### src/rtl/txc_pkg.sv
package txc_pkg;
    typedef enum logic [1:0] {
        MSG_READ = 2'd0,
        MSG_MOD  = 2'd1,
        MSG_SPEC = 2'd2
    } msg_kind_e;

    typedef enum logic {
        ST_SHARED = 1'b0,
        ST_MOD    = 1'b1
    } line_st_e;

    typedef enum logic {
        PH_RUN   = 1'b0,
        PH_DRAIN = 1'b1
    } phase_e;
endpackage

### src/rtl/txc_match.sv
module txc_match #(
    parameter int N     = 4,
    parameter int TAG_W = 7
) (
    input  logic [N-1:0]            vld,
    input  logic [N-1:0][TAG_W-1:0] tags,
    input  logic [TAG_W-1:0]        key,
    output logic [N-1:0]            hit_vec
);
    for (genvar i = 0; i < N; i++) begin : g_cmp
        assign hit_vec[i] = vld[i] && (tags[i] == key);
    end
endmodule

### src/rtl/txc_pick.sv
module txc_pick #(
    parameter int N     = 4,
    parameter int IDX_W = 2
) (
    input  logic [N-1:0]     hit_vec,
    input  logic [N-1:0]     vld,
    input  logic [N-1:0]     spec,
    output logic             hit,
    output logic [IDX_W-1:0] hit_idx,
    output logic             room,
    output logic [IDX_W-1:0] vic_idx
);
    logic [N-1:0] free_v;
    logic [N-1:0] spare_v;

    assign free_v  = ~vld;
    assign spare_v = vld & ~spec;
    assign hit     = |hit_vec;
    assign room    = (|free_v) || (|spare_v);

    // lowest index wins; an invalid entry beats a clean valid one
    always_comb begin
        hit_idx = '0;
        vic_idx = '0;
        for (int i = N - 1; i >= 0; i--) begin
            if (hit_vec[i]) hit_idx = IDX_W'(i);
            if (spare_v[i]) vic_idx = IDX_W'(i);
        end
        for (int i = N - 1; i >= 0; i--) begin
            if (free_v[i]) vic_idx = IDX_W'(i);
        end
    end
endmodule

### src/rtl/txcache.sv
module txcache
    import txc_pkg::*;
#(
    parameter int ENTRIES = 4,
    parameter int ADDR_W  = 8,
    parameter int DATA_W  = 8,
    parameter int WORDS   = 2,
    localparam int OFF_W  = $clog2(WORDS),
    localparam int TAG_W  = ADDR_W - OFF_W,
    localparam int LINE_W = WORDS * DATA_W
) (
    input  logic              clk,
    input  logic              rst,
    input  logic              eager_en,
    input  logic              tx_begin,
    input  logic              tx_commit,
    input  logic              req_valid,
    input  logic              req_we,
    input  logic [ADDR_W-1:0] req_addr,
    input  logic [DATA_W-1:0] req_wdata,
    input  logic [LINE_W-1:0] fill_line,
    output logic              rsp_valid,
    output logic [DATA_W-1:0] rsp_rdata,
    output logic              in_tx,
    output logic              tx_abort,
    output logic              tx_done,
    output logic              snp_out_valid,
    output logic [1:0]        snp_out_kind,
    output logic [TAG_W-1:0]  snp_out_line,
    output logic [LINE_W-1:0] snp_out_data,
    input  logic              snp_in_valid,
    input  logic [1:0]        snp_in_kind,
    input  logic [TAG_W-1:0]  snp_in_line
);
    localparam int IDX_W = (ENTRIES > 1) ? $clog2(ENTRIES) : 1;
    localparam logic [IDX_W-1:0] LAST = IDX_W'(ENTRIES - 1);

    typedef struct packed {
        logic              vld;
        logic              spec;
        line_st_e          st;
        logic [TAG_W-1:0]  tag;
        logic [LINE_W-1:0] data;
    } entry_t;

    function automatic logic [LINE_W-1:0] put_word(input logic [LINE_W-1:0] line,
                                                   input logic [OFF_W-1:0] off,
                                                   input logic [DATA_W-1:0] w);
        logic [LINE_W-1:0] r;
        r = line;
        r[off*DATA_W +: DATA_W] = w;
        return r;
    endfunction

    entry_t ent   [ENTRIES];
    entry_t ent_n [ENTRIES];
    logic       act, act_n;
    phase_e     ph, ph_n;
    logic [IDX_W-1:0] scan, scan_n;

    logic [ENTRIES-1:0]            vld_v, spec_v, dirty_v;
    logic [ENTRIES-1:0][TAG_W-1:0] tag_v;
    for (genvar i = 0; i < ENTRIES; i++) begin : g_flat
        assign vld_v[i]   = ent[i].vld;
        assign spec_v[i]  = ent[i].spec;
        assign dirty_v[i] = ent[i].vld && (ent[i].st == ST_MOD);
        assign tag_v[i]   = ent[i].tag;
    end

    logic [TAG_W-1:0] key;
    logic [OFF_W-1:0] off;
    assign key = req_addr[ADDR_W-1:OFF_W];
    assign off = req_addr[OFF_W-1:0];

    logic [ENTRIES-1:0] req_hits, snp_hits;
    logic               hit, room;
    logic [IDX_W-1:0]   hit_idx, vic_idx;

    txc_match #(.N(ENTRIES), .TAG_W(TAG_W)) u_req_match (
        .vld(vld_v), .tags(tag_v), .key(key), .hit_vec(req_hits));
    txc_match #(.N(ENTRIES), .TAG_W(TAG_W)) u_snp_match (
        .vld(vld_v), .tags(tag_v), .key(snp_in_line), .hit_vec(snp_hits));
    txc_pick #(.N(ENTRIES), .IDX_W(IDX_W)) u_pick (
        .hit_vec(req_hits), .vld(vld_v), .spec(spec_v),
        .hit(hit), .hit_idx(hit_idx), .room(room), .vic_idx(vic_idx));

    logic in_mod, in_spec, clash, draining;
    assign draining = (ph == PH_DRAIN);
    assign in_mod   = snp_in_valid && (snp_in_kind == MSG_MOD);
    assign in_spec  = snp_in_valid && (snp_in_kind == MSG_SPEC);
    assign clash    = act && !draining && (in_mod || in_spec) && (|(snp_hits & spec_v));

    logic              rv_n, ab_n, dn_n, bv_n;
    logic [DATA_W-1:0] rd_n;
    msg_kind_e         bk_n;
    logic [TAG_W-1:0]  bl_n;
    logic [LINE_W-1:0] bd_n;
    logic [LINE_W-1:0] newline;
    logic              kill;

    always_comb begin
        ent_n   = ent;
        act_n   = act;
        ph_n    = ph;
        scan_n  = scan;
        rv_n    = 1'b0;
        rd_n    = '0;
        ab_n    = 1'b0;
        dn_n    = 1'b0;
        bv_n    = 1'b0;
        bk_n    = MSG_READ;
        bl_n    = key;
        bd_n    = '0;
        kill    = 1'b0;
        newline = req_we ? put_word(fill_line, off, req_wdata) : fill_line;

        // a remote commit or write-through makes the local copy stale
        if (in_mod) begin
            for (int i = 0; i < ENTRIES; i++) begin
                if (snp_hits[i] && !(draining && ent[i].st == ST_MOD)) begin
                    ent_n[i].vld  = 1'b0;
                    ent_n[i].spec = 1'b0;
                end
            end
        end

        if (draining) begin
            if (ent[scan].vld && ent[scan].st == ST_MOD) begin
                bv_n = 1'b1;
                bk_n = MSG_MOD;
                bl_n = ent[scan].tag;
                bd_n = ent[scan].data;
                ent_n[scan].st = ST_SHARED;
            end
            ent_n[scan].spec = 1'b0;
            if (scan == LAST) begin
                ph_n  = PH_RUN;
                act_n = 1'b0;
                dn_n  = 1'b1;
            end else begin
                scan_n = scan + 1'b1;
            end
        end else if (clash) begin
            kill = 1'b1;
        end else begin
            if (tx_begin && !act) act_n = 1'b1;
            if (tx_commit && act) begin
                ph_n   = PH_DRAIN;
                scan_n = '0;
            end else if (req_valid) begin
                if (hit) begin
                    if (req_we) begin
                        ent_n[hit_idx].data = put_word(ent[hit_idx].data, off, req_wdata);
                        if (act) begin
                            ent_n[hit_idx].spec = ent_n[hit_idx].vld;
                            ent_n[hit_idx].st   = ST_MOD;
                            bv_n = eager_en;
                            bk_n = MSG_SPEC;
                        end else begin
                            bv_n = 1'b1;
                            bk_n = MSG_MOD;
                        end
                        bd_n = ent_n[hit_idx].data;
                    end else begin
                        rv_n = 1'b1;
                        rd_n = ent[hit_idx].data[off*DATA_W +: DATA_W];
                        if (act) ent_n[hit_idx].spec = ent_n[hit_idx].vld;
                    end
                end else if (room) begin
                    ent_n[vic_idx].vld  = 1'b1;
                    ent_n[vic_idx].spec = act;
                    ent_n[vic_idx].st   = (act && req_we) ? ST_MOD : ST_SHARED;
                    ent_n[vic_idx].tag  = key;
                    ent_n[vic_idx].data = newline;
                    bv_n = 1'b1;
                    bd_n = newline;
                    if (!req_we)     bk_n = MSG_READ;
                    else if (!act)   bk_n = MSG_MOD;
                    else if (eager_en) bk_n = MSG_SPEC;
                    else             bk_n = MSG_READ;
                    if (!req_we) begin
                        rv_n = 1'b1;
                        rd_n = fill_line[off*DATA_W +: DATA_W];
                    end
                end else begin
                    // every entry speculative: only possible inside a transaction
                    kill = 1'b1;
                end
            end
        end

        if (kill) begin
            for (int i = 0; i < ENTRIES; i++) begin
                if (ent[i].spec && ent[i].st == ST_MOD) ent_n[i].vld = 1'b0;
                ent_n[i].spec = 1'b0;
                ent_n[i].st   = ST_SHARED;
            end
            act_n = 1'b0;
            ab_n  = 1'b1;
            rv_n  = 1'b0;
            bv_n  = 1'b0;
        end
    end

    always_ff @(posedge clk) begin
        if (rst) begin
            for (int i = 0; i < ENTRIES; i++) ent[i] <= '0;
            act           <= 1'b0;
            ph            <= PH_RUN;
            scan          <= '0;
            rsp_valid     <= 1'b0;
            rsp_rdata     <= '0;
            tx_abort      <= 1'b0;
            tx_done       <= 1'b0;
            snp_out_valid <= 1'b0;
            snp_out_kind  <= MSG_READ;
            snp_out_line  <= '0;
            snp_out_data  <= '0;
        end else begin
            ent           <= ent_n;
            act           <= act_n;
            ph            <= ph_n;
            scan          <= scan_n;
            rsp_valid     <= rv_n;
            rsp_rdata     <= rd_n;
            tx_abort      <= ab_n;
            tx_done       <= dn_n;
            snp_out_valid <= bv_n;
            snp_out_kind  <= bk_n;
            snp_out_line  <= bl_n;
            snp_out_data  <= bd_n;
        end
    end

    assign in_tx = act;

    // abort is a single-cycle pulse
    a_r4_abort_pulse: assert property (@(posedge clk) disable iff (rst)
        tx_abort |=> !tx_abort);
    // no speculative data survives an abort
    a_r8_abort_discards: assert property (@(posedge clk) disable iff (rst)
        tx_abort |-> (dirty_v == '0) && (spec_v == '0) && !in_tx);
    // commit completion leaves no speculative bit behind
    a_r3_done_clean: assert property (@(posedge clk) disable iff (rst)
        tx_done |-> (spec_v == '0) && !in_tx);
    // a Modified line is always a speculative one
    a_r2_dirty_is_spec: assert property (@(posedge clk) disable iff (rst)
        (dirty_v & ~spec_v) == '0);
    // speculative-write notices only leave in eager mode
    a_r7_spec_needs_eager: assert property (@(posedge clk) disable iff (rst)
        (snp_out_valid && snp_out_kind == MSG_SPEC) |-> $past(eager_en));
    // no abort unless a transaction was running
    a_r9_idle_no_abort: assert property (@(posedge clk) disable iff (rst)
        !in_tx |=> !tx_abort);
    // a line address is present at most once
    a_r1_single_copy: assert property (@(posedge clk) disable iff (rst)
        $onehot0(req_hits));
endmodule

### config.mk
export PLATFORM = sky130hd
export DESIGN_NAME = txcache
export DESIGN_NICKNAME = d
export VERILOG_FILES = /design/src/rtl/txc_pkg.sv /design/src/rtl/txc_match.sv /design/src/rtl/txc_pick.sv /design/src/rtl/txcache.sv
export SDC_FILE = /design/constraint.sdc
export NUM_CORES = 1
export LEC_CHECK = 0
export ABC_AREA = 1
export BUFFER_PORTS_ARGS = -buffer_cell sky130_fd_sc_hd__buf_4
export CAP_MARGIN = 15
export CORE_UTILIZATION = 44
export DETAILED_ROUTE_END_ITERATION = 7
export SLEW_MARGIN = 40
export SYNTH_ARGS = -nofsm -noshare
export SYNTH_HDL_FRONTEND = slang
export SYNTH_SLANG_ARGS = --single-unit
### constraint.sdc
create_clock -name clk -period 2.37 [get_ports clk]
set_input_delay 0.237 -clock clk [delete_from_list [all_inputs] [get_ports clk]]
set_output_delay 0.237 -clock clk [all_outputs]
set_load 0.02 [all_outputs]
# Yosys cells after proc, flatten, opt, wreduce, memory -nomap -nowiden
# Cells that the tools add are included.
[word_totals]
reg_bits = 145
wordCells = 276
[op_classes]
n_addsub = 2
order_cmp = 6
n_eq_ne = 16
shifts = 4
mux = 153
bitwise = 9
reduce_logical = 55
[op_table]
columns = ["op", "n"]
rows = [
  ["104-bit 2-to-1 mux", 17],
  ["104-bit bitwise mux", 11],
  ["26-bit demux with 2-bit select", 10],
  ["26-bit binary-select mux with 2-bit select", 5],
  ["16-bit 2-to-1 mux", 15],
  ["26-bit 2-to-1 mux", 7],
  ["25-bit 2-to-1 mux", 3],
  ["24-bit 2-to-1 mux", 3],
  ["2-bit 2-to-1 mux", 35],
  ["7-bit equality test", 8],
  ["1-bit 2-to-1 mux", 34],
  ["4-bit negation with 34-bit output", 1],
  ["8-bit by 34-bit variable shift with 16-bit output (first input constant)", 1],
  ["8-bit by 34-bit variable part select with 16-bit output", 1],
  ["16-bit bitwise mux", 2],
  ["1-bit logical AND", 32],
  ["8-bit 2-to-1 mux", 4],
  ["16-bit by 5-bit variable part select with 8-bit output", 2],
  ["23-bit 2-to-1 mux", 1],
  ["4-bit OR reduction", 4],
  ["7-bit 2-to-1 mux", 2],
  ["3-bit 2-to-1 mux", 4],
  ["3-bit >= comparator (second input constant)", 3],
  ["3-bit by 1-bit less-than comparator with 1-bit output (second input constant)", 3],
  ["other kinds (19)", 37],
]

# Longest topological paths before layout
# Gate-level depths: netlist of the first run.
[depth]
ltp_word = 33
mapped_depth = 21
depth_no_buf = 19

# Modules after synthesis
# Synthesis of the first run repeated with hierarchy kept, for this count alone.
[unflattened]
cells_unflattened = 1988
area_unflattened_um2 = 10925.5
[modules_own_cells]
columns = ["module", "instances", "cells_per_inst", "area_per_inst_um2", "seq_area_each_um2"]
rows = [
  ["txcache", 1, 1667, 9699.3, 2902.8],
  ["txc_match", 2, 144, 543.0, 0.0],
  ["txc_pick", 1, 33, 140.1, 0.0],
]

# Worst setup path before layout of the first run
# No wires, ideal clock.
[synth_path]
path_type = "input port to flip-flop"
start = "input port req_addr[5]"
end = "register ent[33] (netlist name)"
setup_time_ns = 0.135
arrival_time_ns = 1.870
t_required_ns = 2.235
path_slack_ns = 0.365
cell_stages = 20
n_path_buf = 2
path_cell_list = "buf_4 -> inv_2 -> nand2_1 -> nand2_1 -> nand2_1 -> nor2_2 -> nand2_2 -> nand2_8 -> inv_2 -> nand2_4 -> nand2_2 -> nand2_2 -> nand2_4 -> clkinv_4 -> nand2_8 -> nor2_8 -> inv_4 -> buf_6 -> nand2_1 -> a21oi_2"
[synth_between]
elab_chain_cells = 27
elab_cells_between_ends = 46
cone_classes = "order compare: 2; eq/ne: 5; mux: 30; bitwise: 1; reduce/logical: 8"
[synth_lines]
columns = ["item", "line_no", "rtl"]
rows = [
  ["from (decl)", "txcache.sv:19", "input logic [ADDR_W-1:0] req_addr,"],
  ["7-bit equality test", "txc_match.sv:11", "assign hit_vec[i] = vld[i] && (tags[i] == key);"],
  ["1-bit logical AND", "txc_match.sv:11", ""],
  ["2-bit 2-to-1 mux (4 in a row)", "txc_pick.sv:26", "if (hit_vec[i]) hit_idx = IDX_W'(i);"],
  ["2-bit inverter with 3-bit output (implied by the code)", "--", ""],
  ["3-bit >= comparator (implied by the code), or another cell as far along", "txcache.sv:153", "ent_n[hit_idx].data = put_word(ent[hit_idx].data, off, req_wdata);"],
  ["1-bit logical AND (implied by the code) / 16-bit 2-to-1 mux (equally long branches)", "txcache.sv:153", ""],
  ["16-bit 2-to-1 mux (implied by the code)", "txcache.sv:153", ""],
  ["26-bit demux with 2-bit select / 16-bit bitwise mux (equally long branches)", "txcache.sv:153, txcache.sv:51", ""],
  ["[... 8 more ...]", "--", ""],
  ["104-bit 2-to-1 mux", "txcache.sv:143", "end else if (clash) begin"],
  ["104-bit 2-to-1 mux", "txcache.sv:127", "if (draining) begin"],
  ["104-bit 2-to-1 mux", "txcache.sv:152", "if (req_we) begin"],
  ["104-bit 2-to-1 mux", "txcache.sv:151", "if (hit) begin"],
  ["104-bit 2-to-1 mux", "txcache.sv:150", "end else if (req_valid) begin"],
  ["104-bit 2-to-1 mux", "txcache.sv:147", "if (tx_commit && act) begin"],
  ["104-bit 2-to-1 mux", "txcache.sv:143", ""],
  ["104-bit 2-to-1 mux", "txcache.sv:127", ""],
  ["to (signal assigned)", "txcache.sv:220", "ent <= ent_n;"],
  ["to (decl)", "txcache.sv:55", "entry_t ent [ENTRIES];"],
]
# Parallel ways exist; a longest one is shown, timed or not. The select of a mux whose other input is x is not followed.
# A chain may end at the register's enable or synchronous reset.

# Worst setup path in the final report of the first run
[layout_path]
start = "register ent[19] (netlist name)"
end = "register ent[55] (netlist name)"
[layout_between]
elab_chain_cells = 27
elab_cells_between_ends = 46
cone_classes = "order compare: 2; eq/ne: 4; mux: 30; bitwise: 2; reduce/logical: 8"
[layout_lines]
columns = ["item", "line_no"]
rows = [
  ["7-bit equality test", "txc_match.sv:11"],
  ["1-bit logical AND", "txc_match.sv:11"],
  ["2-bit 2-to-1 mux (4 in a row)", "txc_pick.sv:26"],
  ["2-bit inverter with 3-bit output (implied by the code)", "--"],
  ["3-bit >= comparator (implied by the code), or another cell as far along", "txcache.sv:153"],
  ["1-bit logical AND (implied by the code) / 16-bit 2-to-1 mux (equally long branches)", "txcache.sv:153"],
  ["16-bit 2-to-1 mux (implied by the code)", "txcache.sv:153"],
  ["26-bit demux with 2-bit select / 16-bit bitwise mux (equally long branches)", "txcache.sv:153, txcache.sv:51"],
  ["[... 8 more ...]", "--"],
  ["104-bit 2-to-1 mux", "txcache.sv:143"],
  ["104-bit 2-to-1 mux", "txcache.sv:127"],
  ["104-bit 2-to-1 mux", "txcache.sv:152"],
  ["104-bit 2-to-1 mux", "txcache.sv:151"],
  ["104-bit 2-to-1 mux", "txcache.sv:150"],
  ["104-bit 2-to-1 mux", "txcache.sv:147"],
  ["104-bit 2-to-1 mux", "txcache.sv:143"],
  ["104-bit 2-to-1 mux", "txcache.sv:127"],
]
# Parallel ways exist; a longest one is shown, timed or not. The select of a mux whose other input is x is not followed.

==> reports/results.tsv, run 1 <==
stage	metric	value	unit
outcome	outcome	complete, no violations	
detailed_routing	initial DRC count	1671	
worst_setup_path	CP required	2.74	ns
worst_setup_path	critical path type	reg -> reg	
worst_setup_path	Critical Path Start Type	flop	
worst_setup_path	most frequent CP cell	nand2_4	
worst_setup_path	Setup crit end kind	flop	
global_routing	Overflow after GRT	0	
global_routing	Total Routing Usage GR	36.7	%
synth	Post-Synth Simple-Gate Area	37.0	%
clocking	clk buf depth	2	
synth	Seq/Total Area, Yosys	26.0	%
floorplanning	chip height	161	um
detailed_routing	drt total wl	49.4	mm
sta	RSZ-0062 raised after global routing	true	
placement	number of port buffers	86	
synth	Synth cell types	47	
detailed_routing	post-route ant nets	0	
sta	Fin. Hold Viols	0	
layout	P&R area growth vs syn	32.5	%
synth	Mapped Cells	1891	
clocking	hold_buf cts	0	
floorplanning	DIE AREA	0.0260	mm2
layout	area of the multi-input gates	0.00748	mm2
detailed_routing	M1 WL	19.9	mm
floorplanning	FP Rows	57	
floorplanning	Die Wd	161	um
sta	Final min period	2.35	ns
layout	ant diodes	0	
synth	top_reg_cell synth	dfxtp_1	
synth	mux cell area share after synthesis	0.718	%
clocking	CTS Root Cell	clkbuf_16	
worst_setup_path	WP data arrival	2.71	ns
sta	Period Utilization, post-route	99.0	%
sta	fin. max-slew vios	0	
clocking	TritonCTS Buffers	17	
global_routing	largest net degree at the start of global routing	69	
placement	Post-DP HPWL	33.6	mm
layout	fill cell count	2435	
synth	XOR/XNOR Fraction of Synth Area	0.942	%
synth	Synth Area in Compound Gates	23.1	%
power	Total Power	0.00928	W
power	Leakage Power	6.57	nW
sta	clk_skew	0.0170	ns
detailed_routing	WL met2	22.3	mm
layout	Final Net Count	2126	
synth	Area contributors post-synth	dfxtp_1 26%, nand2_1 18%, a21oi_1 9.1%, o21ai_0 7.9%, nand3_1 6.5%	
floorplanning	initial core utilization	45.3	%
worst_setup_path	CP max-delay cell	dfxtp_2	
floorplanning	Ports	87	
layout	share of layout cells above drive strength 1	26.3	%
detailed_routing	met3 wire length	4.81	mm
synth	Synth warnings	0	
global_routing	vias in the first global route	12600	
power	Pwr per Cell Area	628	mW/mm2
synth	Syn Nets	1944	
sta	Setup-failing EPs final	0	
detailed_routing	Via-to-Cell Ratio	5.80	
worst_setup_path	CP Buf/Inv Count	2	
sta	Least-Margin Pin Slew	0.732	ns
clocking	Sinks on Clock Net	145	
worst_setup_path	crit-path max cell delay	0.34	ns
synth	Synth Area per Inst	5.90	um2
detailed_routing	Initial DRT Pass Iterations	7	
global_routing	initial antenna violation count	0	
detailed_routing	Top Layer Used	met4	
sta	Fin Setup TNS	0	ns
synth	post-synth top area share	26.0	%
layout	Reg area	0.00295	mm2
worst_setup_path	crit path max fanout	8	
detailed_routing	Via Count	14000	
synth	asr flop ratio synth	0	%
clocking	CTS tree	done	
synth	Synth Area in Adders	0.449	%
detailed_routing	DR DRC count	0	
sta	Slew headroom	51.2	%
job	Max Cap Viol	0	
worst_setup_path	Critical Path, Cell by Cell	buf_6 > xnor2_2 > nand2_1 > nor2_2 > nand2_2 > nand2_4 > nor2_8 > nand2_4 > nand2_4 > nand2_4 > nor2_8 > nand2_4 > nor2_8 > clkbuf_16 > o21ai_2 > a21oi_1	
global_routing	first-pass GRT wire length	73.0	mm
clocking	Worst-Skew Late Latency	0.45	ns
synth	Mapped Area	0.0112	mm2
detailed_routing	wire per inst	20.5	um
power	maximum VDD drop	0.000434	V
synth	Post-synth EDFFs	0	
sta	f_max	426	MHz
synth	Yosys top cell by area	dfxtp_1	
worst_setup_path	Top Family by Delay on Critical Path	simple AND/OR/NAND/NOR gates	
synth	Synth Register Bits	145	
clocking	Reg clk slew, reported paths	0.07	ns
placement	RD Place Congestion	1.01	
clocking	H-tree depth	4	
floorplanning	core area	0.0246	mm2
synth	main combinational cell family by area after synthesis	simple AND/OR/NAND/NOR gates	
hold_path	worst hold path type	in -> reg	
layout by cell type (no fill, tap or decap), types with 7 or more instances in the layout:
cell type  instances
buf_4            228
a211oi_1           7
a31oi_1            8
o21ai_1           22
nand3_1          133
o21ai_2           13
a21oi_2           36
nor2_4            11
buf_12            23
nor2_1           155
o221ai_1          10
inv_2             32
nand3_2           20
nand4_1           37
dfxtp_2           21
o21ai_0          151
nand2_1          487
inv_1            161
nand2_2           40
mux2i_1            8
buf_6             15
nor2_2            22
o211ai_1          12
a21boi_0           8
clkbuf_16         23
a21oi_1          186
nor3_1             9
nand2_4           12
dfxtp_1          118
cells in the mapped netlist (9+ instances only):
cell,number
clkbuf_1,55
buf_1,9
buf_4,10
nand3_2,10
nand4_1,37
buf_2,28
o21ai_0,176
a21boi_0,9
o21ai_1,13
nor2_1,181
o211ai_1,12
nand2_1,530
a21oi_2,20
inv_1,180
xnor2_1,12
o221ai_1,10
dfxtp_1,145
a21oi_1,203
nand3_1,144
inv_2,16
nor3_1,11
sequential cells by signal, summed over array words and instances (netlist names):
name	cells
draining	1
ent	104
in_tx	1
rsp_rdata	8
rsp_valid	1
scan	2
snp_out_data	16
snp_out_kind	2
snp_out_line	7
snp_out_valid	1
tx_abort	1
tx_done	1
layout make-up:
class	count	share of cell area, %
Multi-Input combinational cell	1436	50.7
Sequential cell	145	20.0
Timing Repair Buffer	273	17.1
Inverter	200	5.34
Clock buffer	19	3.00
Tap cell	324	2.74
Clock inverter	13	1.19
power by group:
group          total [W]  internal, W  switching, W
clock network    0.00294      0.00171       0.00123
logic            0.00334      0.00125       0.00209
registers        0.00299      0.00272      0.000268
routing by layer:
metal	track usage [%]	up-vias
met3	5.16	178
met1	48.0	6404
met5	0	-
li1	-	6566
met4	16.2	0
met2	60.0	833
logic make-up after synthesis:
logic type,count (synthesis)
AOI/OAI and AO/OA,468
xor gates and xnor gates,12
adders and majority gates,4
buffers and inverters,310
DFF,145
muxes,8
and+or+nand+nor,944
final timing paths:
kind	startpoint	endpoint	slack [ns]	cells after the start
max	ent[19]	ent[55]	0.02	16
max reg2reg	ent[19]	ent[55]	0.02	16
min	fill_line[8]	rsp_rdata[0]	0.11	3
min reg2reg	ent[38]	ent[38]	0.47	2
per-stage QoR:
step | instances | util, % | worst slack (ns) | area, um2 | hold slack (ns)
2_1_floorplan | 1891 | - | 0.365 | 11200 | 0.419
3_3_place_gp | 2351 | 53.3 | -0.231 | 13100 | 0.453
3_5_place_dp | 2351 | 53.3 | -0.201 | 13100 | 0.455
4_1_cts | 2384 | 56.0 | 0.00700 | 13800 | 0.109
5_1_grt | 2410 | 60.0 | -0.0879 | 14800 | 0.142
6_report | 2410 | 60.0 | 0.0242 | 14800 | 0.111
worst min-delay path: cells and delay by family:
family | cells | cell delay (ns)
AO/OA/AOI/OAI | 2 | 0.19
buffers and inverters | 1 | 0.09
timing repair:
action | in CTS | in global routing
endpoints found under the hold margin | 0 | 0
cloned | 1 | 7
endpoints found under the setup margin | 30 | 128
buffers inserted | 0 | 20
resized for setup | 14 | 228
pin swaps | 2 | 68
No activity file was read; power rests on OpenSTA's default activity.
==> run 2, diff against run 1 <==
==> constraint.sdc (replaced) <==
create_clock -name clk -period 2.05 [get_ports clk]
set_input_delay 0.205 -clock clk [delete_from_list [all_inputs] [get_ports clk]]
set_output_delay 0.205 -clock clk [all_outputs]
set_load 0.02 [all_outputs]
==> run 2 against run 1 <==
Compared with the run above:
- the run now ends with setup timing left
- clock power rose by 26%
- sequential share of layout area down 3.2 points
- via count up 8.6%
- register-to-register slack got worse by 0.36 ns
- fmax down 1.5%
- non-clock buffer count grew 164
- hold slack worse by 0.068 ns
- routed wire length rose by 12%
- total power grew 33%
==> reports/results.tsv, run 2 (synthesis results as in run 1) <==
stage	metric	value	unit	change
clocking	clk buf depth	2		unchanged
placement	Worst Setup Slack post-DPL	-0.481	ns	was -0.201 ns
global_routing	Overflow after GRT	0		unchanged
worst_setup_path	Setup crit end kind	flop		unchanged
layout	Final Instance Area	0.0176	mm2	was 0.0148 mm2
detailed_routing	DR DRC count	0		unchanged
placement	Post-DP HPWL	33.8	mm	was 33.6 mm
worst_setup_path	crit-path max cell delay	0.38	ns	was 0.34 ns
worst_setup_path	crit path max fanout	4		was 8
layout	most common cell after layout, fill and taps aside	nand2_1		unchanged
global_routing	Total Routing Usage GR	39.4	%	was 36.7%
power	Clk pwr share	30.0	%	was 31.7%
global_routing	vias in the first global route	13800		was 12600
sta	Least-Margin Pin Slew	0.758	ns	was 0.732 ns
sta	Fin. Hold Viols	0		unchanged
worst_setup_path	most frequent CP cell	buf_6		was nand2_4
sta	clk_skew	0.0176	ns	was 0.0170 ns
clocking	TritonCTS Buffers	17		unchanged
layout	max reg flops	104		unchanged
placement	RD Place Congestion	0.944		was 1.01
detailed_routing	wire per inst	21.4	um	was 20.5 um
outcome	outcome	finished, violations left		was complete, no violations
floorplanning	core area	0.0246	mm2	unchanged
worst_setup_path	CP required	2.36	ns	was 2.74 ns
clocking	Worst-Skew Late Latency	0.44	ns	was 0.45 ns
clocking	H-tree depth	4		unchanged
global_routing	first-pass GRT wire length	78.5	mm	was 73.0 mm
detailed_routing	initial DRC count	1918		was 1671
layout	P&R area growth vs syn	58.1	%	was 32.5%
floorplanning	initial core utilization	45.3	%	unchanged
worst_setup_path	WP data arrival	2.69	ns	was 2.71 ns
power	Psw	0.00481	W	was 0.00359 W
power	maximum VDD drop	0.000560	V	was 0.000434 V
worst_setup_path	CP max-delay cell	dfxtp_4		was dfxtp_2
clocking	CTS tree	done		unchanged
layout	share of layout cells above drive strength 1	41.7	%	was 26.3%
clocking	Reg clk slew, reported paths	0.07	ns	about the same
clocking	Sinks on Clock Net	145		unchanged
layout	commonest non-fill, non-tap cells in the layout	421 x nand2_1, 339 x buf_4, 153 x a21oi_1		was 487 x nand2_1, 228 x buf_4, 186 x a21oi_1
placement	placed cells	2453		was 2351
layout	Biggest register	ent		unchanged
detailed_routing	drt total wl	55.1	mm	was 49.4 mm
sta	Hold WS	0.0439	ns	was 0.111 ns
detailed_routing	Via Count	15200		was 14000
sta	f_max	420	MHz	was 426 MHz
sta	Fin Setup TNS	-22.97	ns	was 0 ns
outcome	violated checks	setup timing		
sta	Period Utilization, post-route	116	%	was 99.0%
power	Leakage Power	7.78	nW	was 6.57 nW
floorplanning	Ports	87		unchanged
worst_setup_path	critical path type	reg -> reg		unchanged
placement	post-placement cell area	0.0139	mm2	was 0.0131 mm2
power	Sequential Power Share	27.9	%	was 32.2%
floorplanning	DIE AREA	0.0260	mm2	unchanged
detailed_routing	Via-to-Cell Ratio	5.90		was 5.80
power	Int Power	0.00751	W	was 0.00568 W
power	Pwr per Cell Area	699	mW/mm2	was 628 mW/mm2
power	combinational share of power	42.1	%	was 36.0%
layout	Final Net Count	2290		was 2126
floorplanning	chip height	161	um	unchanged
layout	ant diodes	0		unchanged
global_routing	initial antenna violation count	0		unchanged
floorplanning	Die Wd	161	um	unchanged
sta	final setup margin	-0.332	ns	was 0.0242 ns
detailed_routing	post-route ant nets	0		unchanged
sta	fin. max-slew vios	0		unchanged
sta	RSZ-0062 raised after global routing	true		unchanged
global_routing	largest net degree at the start of global routing	69		unchanged
clocking	CTS Root Cell	clkbuf_16		unchanged
detailed_routing	Initial DRT Pass Iterations	8		was 7
placement	number of port buffers	86		unchanged
job	Max Cap Viol	0		unchanged
layout	final instance count without filler cells	2573		was 2410
worst_setup_path	Critical Path Start Type	flop		unchanged
worst_setup_path	Critical Path, Cell by Cell	buf_6 > nand2_2 > nand2_1 > nor2_1 > nand2_1 > nor2_4 > nand2_4 > nor2_4 > buf_6 > buf_6 > nand2_4 > nand3_4 > nor2_4 > buf_6 > o211ai_1 > a21oi_1		was buf_6 > xnor2_2 > nand2_1 > nor2_2 > nand2_2 > nand2_4 > nor2_8 > nand2_4 > nand2_4 > nand2_4 > nor2_8 > nand2_4 > nor2_8 > clkbuf_16 > o21ai_2 > a21oi_1
sta	Final min period	2.38	ns	was 2.35 ns
power	sw frac	39.0	%	was 38.7%
sta	Slew headroom	49.5	%	was 51.2%
layout	top flop regs	ent (104), snp_out_data (16), rsp_rdata (8)		unchanged
floorplanning	FP Rows	57		unchanged
sta	Setup-failing EPs final	130		was 0
hold_path	worst hold path type	in -> reg		unchanged
-- run 2: changes by cell type in the layout (fill, tap and decap cells not counted), moves of 20 or more --
cell	before	now
nand3_2	20	46
a21oi_1	186	153
nand2_1	487	421
a21oi_2	36	68
o21ai_0	151	101
nor2_4	11	31
nand2_2	40	85
nor2_1	155	127
o21ai_2	13	47
buf_4	228	339
nand3_1	133	92
buf_6	15	44
-- run 2: worst paths after layout --
| path | from | end | slack (ns) | depth (start not counted) |
|---|---|---|---|---|
| max | ent[19] | rsp_rdata[7] | -0.33 | 16 |
| min | req_we | rsp_valid | 0.04 | 2 |
| max reg2reg | ent[19] | rsp_rdata[7] | -0.33 | 16 |
| min reg2reg | ent[38] | ent[38] | 0.47 | 2 |
-- run 2: critical path, delay by kind of cell, from the launching register on --
kind                   cells  cell delay, ns
buffers and inverters      4            0.52
AOI/OAI and AO/OA          2            0.44
DFF                        1            0.38
and+or+nand+nor           10            0.90
-- run 2: cell type report --
type / count / area, um2
Clock buffer: 18 / 439
Clock inverter: 13 / 223
Fill cell: 1975 / 6980
Inverter: 200 / 807
Multi-Input combinational cell: 1436 / 8630
Sequential cell: 145 / 2950
Tap cell: 324 / 405
Timing Repair Buffer: 437 / 4170
-- run 2: stage by stage --
stage / util [%] / total power [W]
3_5_place_dp: 56.7 / 0.00719
3_3_place_gp: 56.7 / 0.00717
2_1_floorplan: - / 0.00549
6_report: 71.6 / 0.0123
5_1_grt: 71.6 / 0.0128
4_1_cts: 65.8 / 0.0116
-- run 2: power groups by stage --
stage,clock network (W),logic [W],registers [W]
global placement,0,0.00374,0.00343
detailed placement,0,0.00375,0.00344
finish,0.00370,0.00518,0.00344
CTS,0.00371,0.00443,0.00341
global route,0.00381,0.00547,0.00347
floorplan,0,0.00207,0.00342
-- run 2: metal layers --
metal  vias to the layer above  GRT usage (%)  part of all wire (%)
met2                      1084           63.1                    44
li1                       6902              -                     -
met5                         -              0                     0
met4                         0           22.0                   7.4
met1                      6888           49.7                    37
met3                       308           7.63                    11
-- run 2: what timing repair did --
action,4_1_cts,5_1_grt
buffers inserted,52,25
pin swaps,97,147
cloned,11,7
gates resized for setup,336,319
hold buffers,0,0
setup endpoints to repair,140,138
endpoints found under the hold margin,0,0
==> run 3, diff against run 2 <==
--- a/config.mk
+++ b/config.mk
@@ -6,10 +6,11 @@
 export NUM_CORES = 1
 export LEC_CHECK = 0
 export ABC_AREA = 1
-export BUFFER_PORTS_ARGS = -buffer_cell sky130_fd_sc_hd__buf_4
+export BUFFER_PORTS_ARGS = -buffer_cell sky130_fd_sc_hd__buf_2
 export CAP_MARGIN = 15
 export CORE_UTILIZATION = 44
 export DETAILED_ROUTE_END_ITERATION = 7
+export SKIP_CTS_REPAIR_TIMING = 1
 export SLEW_MARGIN = 40
 export SYNTH_ARGS = -nofsm -noshare
 export SYNTH_HDL_FRONTEND = slang
==> run 3 against run 2 <==
Compared with the run above:
- the run still ends with setup timing left
- sequential power is essentially flat
- largest cell class unchanged
- highest routed layer unchanged
- critical path type unchanged
- first-iteration DRC count fell by 22%
- routed wire length decreased by 7.3%
- clock skew rose by 0.0020 ns
==> reports/results.tsv, run 3 (synthesis results as in run 1) <==
stage	metric	value	unit	change
clocking	TritonCTS Buffers	17		unchanged
worst_setup_path	Worst R2R Path Depth	17		was 16
clocking	Reg clk slew, reported paths	0.07	ns	about the same
sta	clk_skew	0.0196	ns	was 0.0176 ns
clocking	clk buf depth	2		unchanged
floorplanning	DIE AREA	0.0260	mm2	unchanged
clocking	H-tree depth	4		unchanged
global_routing	largest net degree at the start of global routing	69		unchanged
sta	Final min period	2.38	ns	about the same
detailed_routing	wire per inst	20.3	um	was 21.4 um
hold_path	worst hold path type	in -> reg		unchanged
detailed_routing	post-route ant nets	0		unchanged
layout	P&R area growth vs syn	44.4	%	was 58.1%
sta	Least-Margin Pin Slew	0.691	ns	was 0.758 ns
outcome	outcome	finished, violations left		unchanged
power	Total Power	0.0115	W	was 0.0123 W
layout	Biggest register	ent		unchanged
worst_setup_path	reg2reg setup slack	-0.33	ns	about the same
clocking	Sinks on Clock Net	145		unchanged
sta	final setup margin	-0.325	ns	was -0.332 ns
layout	top flop regs	ent (104), snp_out_data (16), rsp_rdata (8)		unchanged
placement	post-placement cell area	0.0136	mm2	was 0.0139 mm2
worst_setup_path	crit path max fanout	6		was 4
global_routing	Total Routing Usage GR	35.8	%	was 39.4%
worst_setup_path	reg2reg start	ent[51]		was ent[19]
layout	area of the multi-input gates	0.00804	mm2	was 0.00863 mm2
power	Leakage Power	7.24	nW	was 7.78 nW
placement	RD Place Congestion	0.939		was 0.944
sta	Fin. Hold Viols	0		unchanged
worst_setup_path	Setup crit end kind	flop		unchanged
detailed_routing	Via-to-Cell Ratio	5.74		was 5.90
global_routing	first-pass GRT wire length	71.4	mm	was 78.5 mm
floorplanning	core area	0.0246	mm2	unchanged
layout	final instance count without filler cells	2519		was 2573
global_routing	vias in the first global route	12900		was 13800
layout	Reg area	0.00296	mm2	was 0.00295 mm2
worst_setup_path	CP required	2.42	ns	was 2.36 ns
placement	Post-DP HPWL	33.4	mm	was 33.8 mm
global_routing	initial antenna violation count	0		unchanged
floorplanning	initial core utilization	45.3	%	unchanged
worst_setup_path	Critical Path End	ent[11]		was rsp_rdata[7]
layout	commonest non-fill, non-tap cells in the layout	462 x nand2_1, 231 x buf_4, 176 x a21oi_1		was 421 x nand2_1, 339 x buf_4, 153 x a21oi_1
worst_setup_path	Worst R2R End	ent[11]		was rsp_rdata[7]
detailed_routing	Via Count	14500		was 15200
detailed_routing	Initial DRT Pass Iterations	6		was 8
placement	number of port buffers	86		unchanged
clocking	CTS Root Cell	clkbuf_16		unchanged
worst_setup_path	CP startpoint	ent[51]		was ent[19]
worst_setup_path	Critical Path Start Type	flop		unchanged
floorplanning	Ports	87		unchanged
sta	Setup-failing EPs final	130		unchanged
floorplanning	Die Wd	161	um	unchanged
sta	fin. max-slew vios	0		unchanged
sta	Period Utilization, post-route	116	%	about the same
layout	Final Instance Area	0.0161	mm2	was 0.0176 mm2
power	maximum VDD drop	0.000567	V	was 0.000560 V
layout	fill cell count	2320		was 1975
floorplanning	FP Rows	57		unchanged
detailed_routing	DR DRC count	0		unchanged
clocking	CTS tree	done		unchanged
layout	most common cell after layout, fill and taps aside	nand2_1		unchanged
layout	max reg flops	104		unchanged
sta	Slew headroom	54.0	%	was 49.5%
worst_setup_path	WP data arrival	2.74	ns	was 2.69 ns
layout	Final Util	65.5	%	was 71.6%
layout	ant diodes	0		unchanged
layout	share of layout cells above drive strength 1	35.7	%	was 41.7%
job	Max Cap Viol	0		unchanged
global_routing	Overflow after GRT	0		unchanged
sta	RSZ-0062 raised after global routing	true		unchanged
floorplanning	chip height	161	um	unchanged
power	Pwr per Cell Area	715	mW/mm2	was 699 mW/mm2
layout	Final Net Count	2235		was 2290
outcome	violated checks	setup timing		unchanged
clocking	Worst-Skew Late Latency	0.45	ns	was 0.44 ns
detailed_routing	drt total wl	51.1	mm	was 55.1 mm
placement	placed cells	2440		was 2453
worst_setup_path	critical path type	reg -> reg		unchanged
sta	f_max	421	MHz	was 420 MHz
detailed_routing	initial DRC count	1495		was 1918
==> run 3: layout make-up <==
class / count / share of cell area, %
multi-input combinational: 1439 / 49.9
clock buffer: 19 / 2.75
inverter: 200 / 5.08
sequential: 145 / 18.4
tap: 324 / 2.52
timing repair buffer: 379 / 20.3
clock inverter: 13 / 1.08
==> run 3: worst min path at each step <==
stage,from,end,slack [ns],depth (start not counted)
4_1_cts,eager_en,snp_out_kind[1],0.07,3
6_report,fill_line[12],rsp_rdata[4],0.1,3
3_5_place_dp,ent[34],ent[34],0.46,2
2_1_floorplan,eager_en,snp_out_kind[1],0.39,2
3_3_place_gp,ent[38],ent[38],0.45,2
5_1_grt,fill_line[12],rsp_rdata[4],0.11,3
==> run 3: through the flow <==
stage	hold WS [ns]	worst slack (ns)	setup TNS [ns]
finish	0.0963	-0.325	-27.47
global route	0.115	-0.425	-39.50
CTS	0.0662	-0.569	-44.07
detailed placement	0.457	-0.528	-42.41
global placement	0.452	-0.555	-42.06
floorplan	0.387	0.0492	0
==> run 3: critical path, stage by stage, from the launching register on <==
cell and delay [ns]:
dfxtp_2 0.36, buf_4 0.14, o21ai_1 0.07, nor2_1 0.13
nand2_1 0.11, nor2_2 0.22, nor2_4 0.08, nand2_8 0.09
nand2_4 0.06, nand2_4 0.07, nand2_4 0.06, buf_6 0.13
inv_8 0.05, nand2_8 0.08, nor2_8 0.21, clkbuf_16 0.22
nand3_2 0.07, a21oi_2 0.13
==> run 3: power breakdown <==
| group | internal [W] | switching (W) |
|---|---|---|
| Combinational | 0.00188 | 0.00273 |
| Clock | 0.00198 | 0.00147 |
| Sequential | 0.00315 | 0.000306 |
==> run 3: per-layer routing <==
| metal | global-route usage (%) | routed length (um) | up-vias |
|---|---|---|---|
| li1 | - | - | 6806 |
| met1 | 45.7 | 20000 | 6596 |
| met2 | 59.4 | 22900 | 836 |
| met3 | 5.19 | 5040 | 223 |
| met4 | 16.2 | 3120 | 0 |
| met5 | 0 | 0 | - |
